**src/rtl/cfg_serial_slave.sv**
```systemverilog
module cfg_serial_slave #(
  parameter int NREG = 8,
  parameter int SKIP = 2,
  parameter logic [7:0] ADDR = 8'hD2,
  parameter logic [8*NREG-1:0] DEFAULTS = 64'h00FF0F5A00000381
) (
  input  logic            clk,
  input  logic            rst_n,
  input  logic            scl_i,
  input  logic            sda_i,
  output logic            sda_pull_o,
  output logic [8*NREG-1:0] cfg_o
);
  localparam int IW = $clog2(SKIP + NREG + 2);
  localparam logic [IW-1:0] FIRST_I = IW'(SKIP + 1);
  localparam logic [IW-1:0] LAST_I  = IW'(SKIP + NREG);

  typedef enum logic [1:0] {S_IDLE = 2'd0, S_RUN = 2'd1, S_SKIP = 2'd2} st_t;

  logic [2:0] scl_p, sda_p;
  always_ff @(posedge clk or negedge rst_n)
    if (!rst_n) begin
      scl_p <= 3'b111;
      sda_p <= 3'b111;
    end else begin
      scl_p <= {scl_p[1:0], scl_i};
      sda_p <= {sda_p[1:0], sda_i};
    end

  logic scl_s, sda_s, scl_rise, scl_fall, start_c, stop_c;
  assign scl_s    = scl_p[1];
  assign sda_s    = sda_p[1];
  assign scl_rise = scl_s & ~scl_p[2];
  assign scl_fall = ~scl_s & scl_p[2];
  assign start_c  = scl_s & scl_p[2] & ~sda_s & sda_p[2];
  assign stop_c   = scl_s & scl_p[2] & sda_s & ~sda_p[2];

  st_t st;
  logic [3:0] bitcnt;
  logic [IW-1:0] idx;
  logic [7:0] shreg;
  logic ack_q;
  logic [7:0] nxt;
  assign nxt = {shreg[6:0], sda_s};

  always_ff @(posedge clk or negedge rst_n)
    if (!rst_n) begin
      st <= S_IDLE;
      bitcnt <= '0;
      idx <= '0;
      shreg <= '0;
      ack_q <= 1'b0;
      sda_pull_o <= 1'b0;
    end else if (start_c) begin
      st <= S_RUN;
      bitcnt <= '0;
      idx <= '0;
      sda_pull_o <= 1'b0;
    end else if (stop_c) begin
      st <= S_IDLE;
      sda_pull_o <= 1'b0;
    end else if (st == S_RUN) begin
      if (scl_rise) begin
        if (bitcnt != 4'd8) begin
          shreg <= nxt;
          bitcnt <= bitcnt + 4'd1;
          if (bitcnt == 4'd7)
            ack_q <= (idx == '0) ? (nxt == ADDR) : (idx <= LAST_I);
        end else begin
          bitcnt <= '0;
          if (ack_q) idx <= idx + 1'b1;
          else       st <= S_SKIP;
        end
      end
      if (scl_fall) begin
        if (bitcnt == 4'd8 && ack_q) sda_pull_o <= 1'b1;
        else if (bitcnt == 4'd0)     sda_pull_o <= 1'b0;
      end
    end else if (scl_fall) begin
      sda_pull_o <= 1'b0;
    end

  logic wr_en;
  logic [IW-1:0] wr_sel;
  assign wr_en  = (st == S_RUN) && scl_rise && bitcnt == 4'd7 && idx >= FIRST_I && idx <= LAST_I;
  assign wr_sel = idx - FIRST_I;

  for (genvar k = 0; k < NREG; k++) begin : g_reg
    logic [7:0] q;
    always_ff @(posedge clk or negedge rst_n)
      if (!rst_n)                           q <= DEFAULTS[8*k +: 8];
      else if (wr_en && wr_sel == IW'(k))   q <= nxt;
    assign cfg_o[8*k +: 8] = q;
  end
endmodule


```
**config.mk**
```make
export PLATFORM = sky130hd
export DESIGN_NAME = cfg_serial_slave
export DESIGN_NICKNAME = d
export VERILOG_FILES = /design/src/rtl/cfg_serial_slave.sv
export SDC_FILE = /design/constraint.sdc
export NUM_CORES = 1
export LEC_CHECK = 0
export BUFFER_PORTS_ARGS = -buffer_cell sky130_fd_sc_hd__buf_2
export CORE_ASPECT_RATIO = 0.75
export CORE_MARGIN = 3
export CORE_UTILIZATION = 57
export CTS_BUF_LIST = sky130_fd_sc_hd__clkbuf_16
export DETAILED_ROUTE_END_ITERATION = 12
export PLACE_DENSITY = 0.84
export SYNTH_ARGS = -nofsm -noshare
export SYNTH_HDL_FRONTEND = slang
export SYNTH_SLANG_ARGS = --single-unit
```
**constraint.sdc**
```tcl
create_clock -name clk -period 6.1 [get_ports clk]
set_clock_uncertainty 0.1 [all_clocks]
set_input_delay 0.915 -clock clk [delete_from_list [all_inputs] [get_ports clk]]
set_output_delay 0.915 -clock clk [all_outputs]
set_load 0.02 [all_outputs]
```
==> qor.yml <==
p_sw_share_pct: 26.7
internal-power_uw: 985
gp_congestion: 0.820
finalPower_uw: 1340
dieHeight_um: 77
detail-route-antenna-nets: 0
port_buffers: 68
cts.hold.buffers_added: 0
antennaDiodeCount: 0
synth_compound_gate_area_share_pct: 8.07
grt_pass1_vias: 2441
min_period_ps: 2320
core_area_sq_um: 6410
final_cell_mix: "mux2_2 (71), buf_2 (67), dfrtp_1 (63)"
synth_adder_area_share_pct: 2.94
grt_util_all_layers_pct: 21.9
avgSynthCellArea_sq_um: 14.3
wl_per_cell_um: 18.1
start_util_pct: 59.7
die_area_sq_um: 7750
layout_setup_ws_ps: 3780
max_slew_margin_pct: 50.8
rsz0062_at_grt: "no"
rows: 25
max_stage_delay_ps: 560
final_nets: 349
async_flop_share_pct: 100
synthXorXnorAreaFrac_pct: 0.457
required_ps: 6220
die_x_um: 101
fmax_ghz: 0.431
cap_violations: 0
combPwrFrac_pct: 6.3
arrival_ps: 2440
ctsResizeCount: 0
io_pins: 69
status: "completed"
fin_tns_setup_ps: 0
cts.clk_slew.worst_paths_ps: 60
via_count: 2381
grt_pass1_wl_mm: 12.8
drive_gt1_share_pct: 57.2
ys_seq_area_share_pct: 59.0
fin_crit_sh_pct: 38.0
cp_slowest_cell: "dfstp_2"
vdd_drop_max_v: 0.000168
drt_iter0_markers: 170
synth-simple-area-share_pct: 6.66
power_frac_clock_pct: 41.1
clk_latency_ps: 340
fill_cells: 454
syn_nets: 280
hold_violations: 0
cp-end-kind: "flip-flop"
synth_ff_type: "dfrtp_1"
cts_buffers: 9
final_common_cell: "mux2_2"
p_leak_uw: 0.00238
finalWirelength_mm: 7.63
post-cts-setup-buffers: 0
cts_tree: "done"
criticalPathCategory: "flip-flop to flip-flop"
clock_sinks: 89
cp-start-kind: "flip-flop"
place_ws_ps: 3800
grt_max_degree: 61
synthMuxAreaShare_pct: 20.9
hold-path-cell-count: 0
grt_overflow_total: 0
synth_top_family_by_area: "multiplexers"
place_inst: 406
crit_fanout: 14
hold_path.class: "flip-flop to flip-flop"
htree_levels: 3
hpwl_mm: 5.11
syn_inst: 267
route.detailed.drc: 0
ff2ff_path_depth: 4
syn-cell-area_sq_um: 3830
p_switching_uw: 358
synth_cell_type_count: 42
stdcell_count: 422
power_density_nw_per_um2: 296
yosysWarningCount: 0
syn_to_final_growth_pct: 18.4
setup_viol: 0
slew_violations: 0
synth_edf_count: 0
dr.pass1.iters: 4
path_cells: "and4bb_2 -> and2_0 -> o2111ai_4 -> mux2_2"
tightest_slew_ps: 738
cts.path.max_buffers: 2
ys_seq_elements: 89
via_per_inst: 5.64
cts_root_buf: "clkbuf_16"
seqPwrFrac_pct: 52.6
antenna_found_initial: 0
==> power groups by stage <==
stage / clock, uW / sequential, uW / combinational (uW)
after floorplan: 0 / 652 / 98.5
after CTS: 568 / 705 / 85.2
after global placement: 0 / 713 / 80.4
final: 552 / 707 / 84.4
after global routing: 594 / 718 / 95.7
after detailed placement: 0 / 715 / 83.3
==> critical path: cells and delay by family (launching register included) <==
kind / cells / cell delay, ps
AND/OR/NAND/NOR: 2 / 850
flip-flops: 1 / 560
multiplexers: 1 / 370
AO/OA/AOI/OAI: 1 / 320
==> cell type report <==
class	count	area [sq um]	share of cell area [%]
multi-input cells	159	1490	32.9
clock buffers	9	225	4.96
clock inverters	7	76.3	1.68
repair buffers	69	350	7.72
inverters	8	30.0	0.662
well taps	81	101	2.23
flip-flops and latches	89	2260	49.8
==> synth_stat cells, drive strengths merged, types with 2 or more instances <==
| library cell | number | area, sq um |
|---|---|---|
| a21oi | 7 | 38.8 |
| a31oi | 2 | 12.5 |
| and2 | 2 | 12.5 |
| and4 | 3 | 26.3 |
| buf | 3 | 17.5 |
| clkbuf | 8 | 30.0 |
| dfrtp | 63 | 1580 |
| dfstp | 26 | 683 |
| ha | 9 | 113 |
| inv | 8 | 30.0 |
| mux2 | 71 | 800 |
| nand2 | 9 | 33.8 |
| nand2b | 6 | 37.5 |
| nand3 | 5 | 25.0 |
| nor2 | 7 | 26.3 |
| nor2b | 3 | 18.8 |
| o2111ai | 2 | 52.6 |
| o211ai | 8 | 90.1 |
| o21ai | 6 | 30.0 |
==> per-stage QoR <==
step / hold slack, ps / area (sq um) / util, %
2_1_floorplan: 245 / 3830 / -
3_3_place_gp: 247 / 4240 / 66.0
3_5_place_dp: 249 / 4240 / 66.0
4_1_cts: 258 / 4540 / 70.8
5_1_grt: 259 / 4540 / 70.8
6_report: 257 / 4540 / 70.8
==> final timing paths <==
kind | slack (ps) | startpoint | endpoint
hold / removal | 260 | scl_p[0] | scl_p[1]
max in group asynchronous | 4450 | rst_n | g_reg[7].q[1]
setup / recovery | 3780 | scl_p[1] | g_reg[7].q[1]
setup reg to reg | 3780 | scl_p[1] | g_reg[7].q[1]
min in group asynchronous | 390 | rst_n | g_reg[0].q[1]
hold reg to reg | 260 | scl_p[0] | scl_p[1]
==> per-layer routing <==
layer | wire length (um) | track usage, %
met5 | 0 | 0
met3 | 514 | 7.09
met1 | 3510 | 30.7
met2 | 3530 | 32.7
met4 | 72 | 6.59
==> logic make-up (layout without fill, tap and decap cells) <==
family | Yosys count | count (layout)
buffers and inverters | 19 | 93
multiplexers | 71 | 71
flip-flops | 89 | 89
AND/OR/NAND/NOR | 44 | 44
XOR/XNOR | 2 | 2
AO/OA/AOI/OAI | 33 | 33
adder cells (fa/ha/maj) | 9 | 9
==> registers in the layout, indices dropped and copies added, names as in the netlist <==
register	cells
sda_p	3
shreg	7
ack_q	1
sda_pull_o	1
st	2
g.q	64
bitcnt	4
scl_p	3
idx	4
No activity file was read; power rests on OpenSTA's default activity.
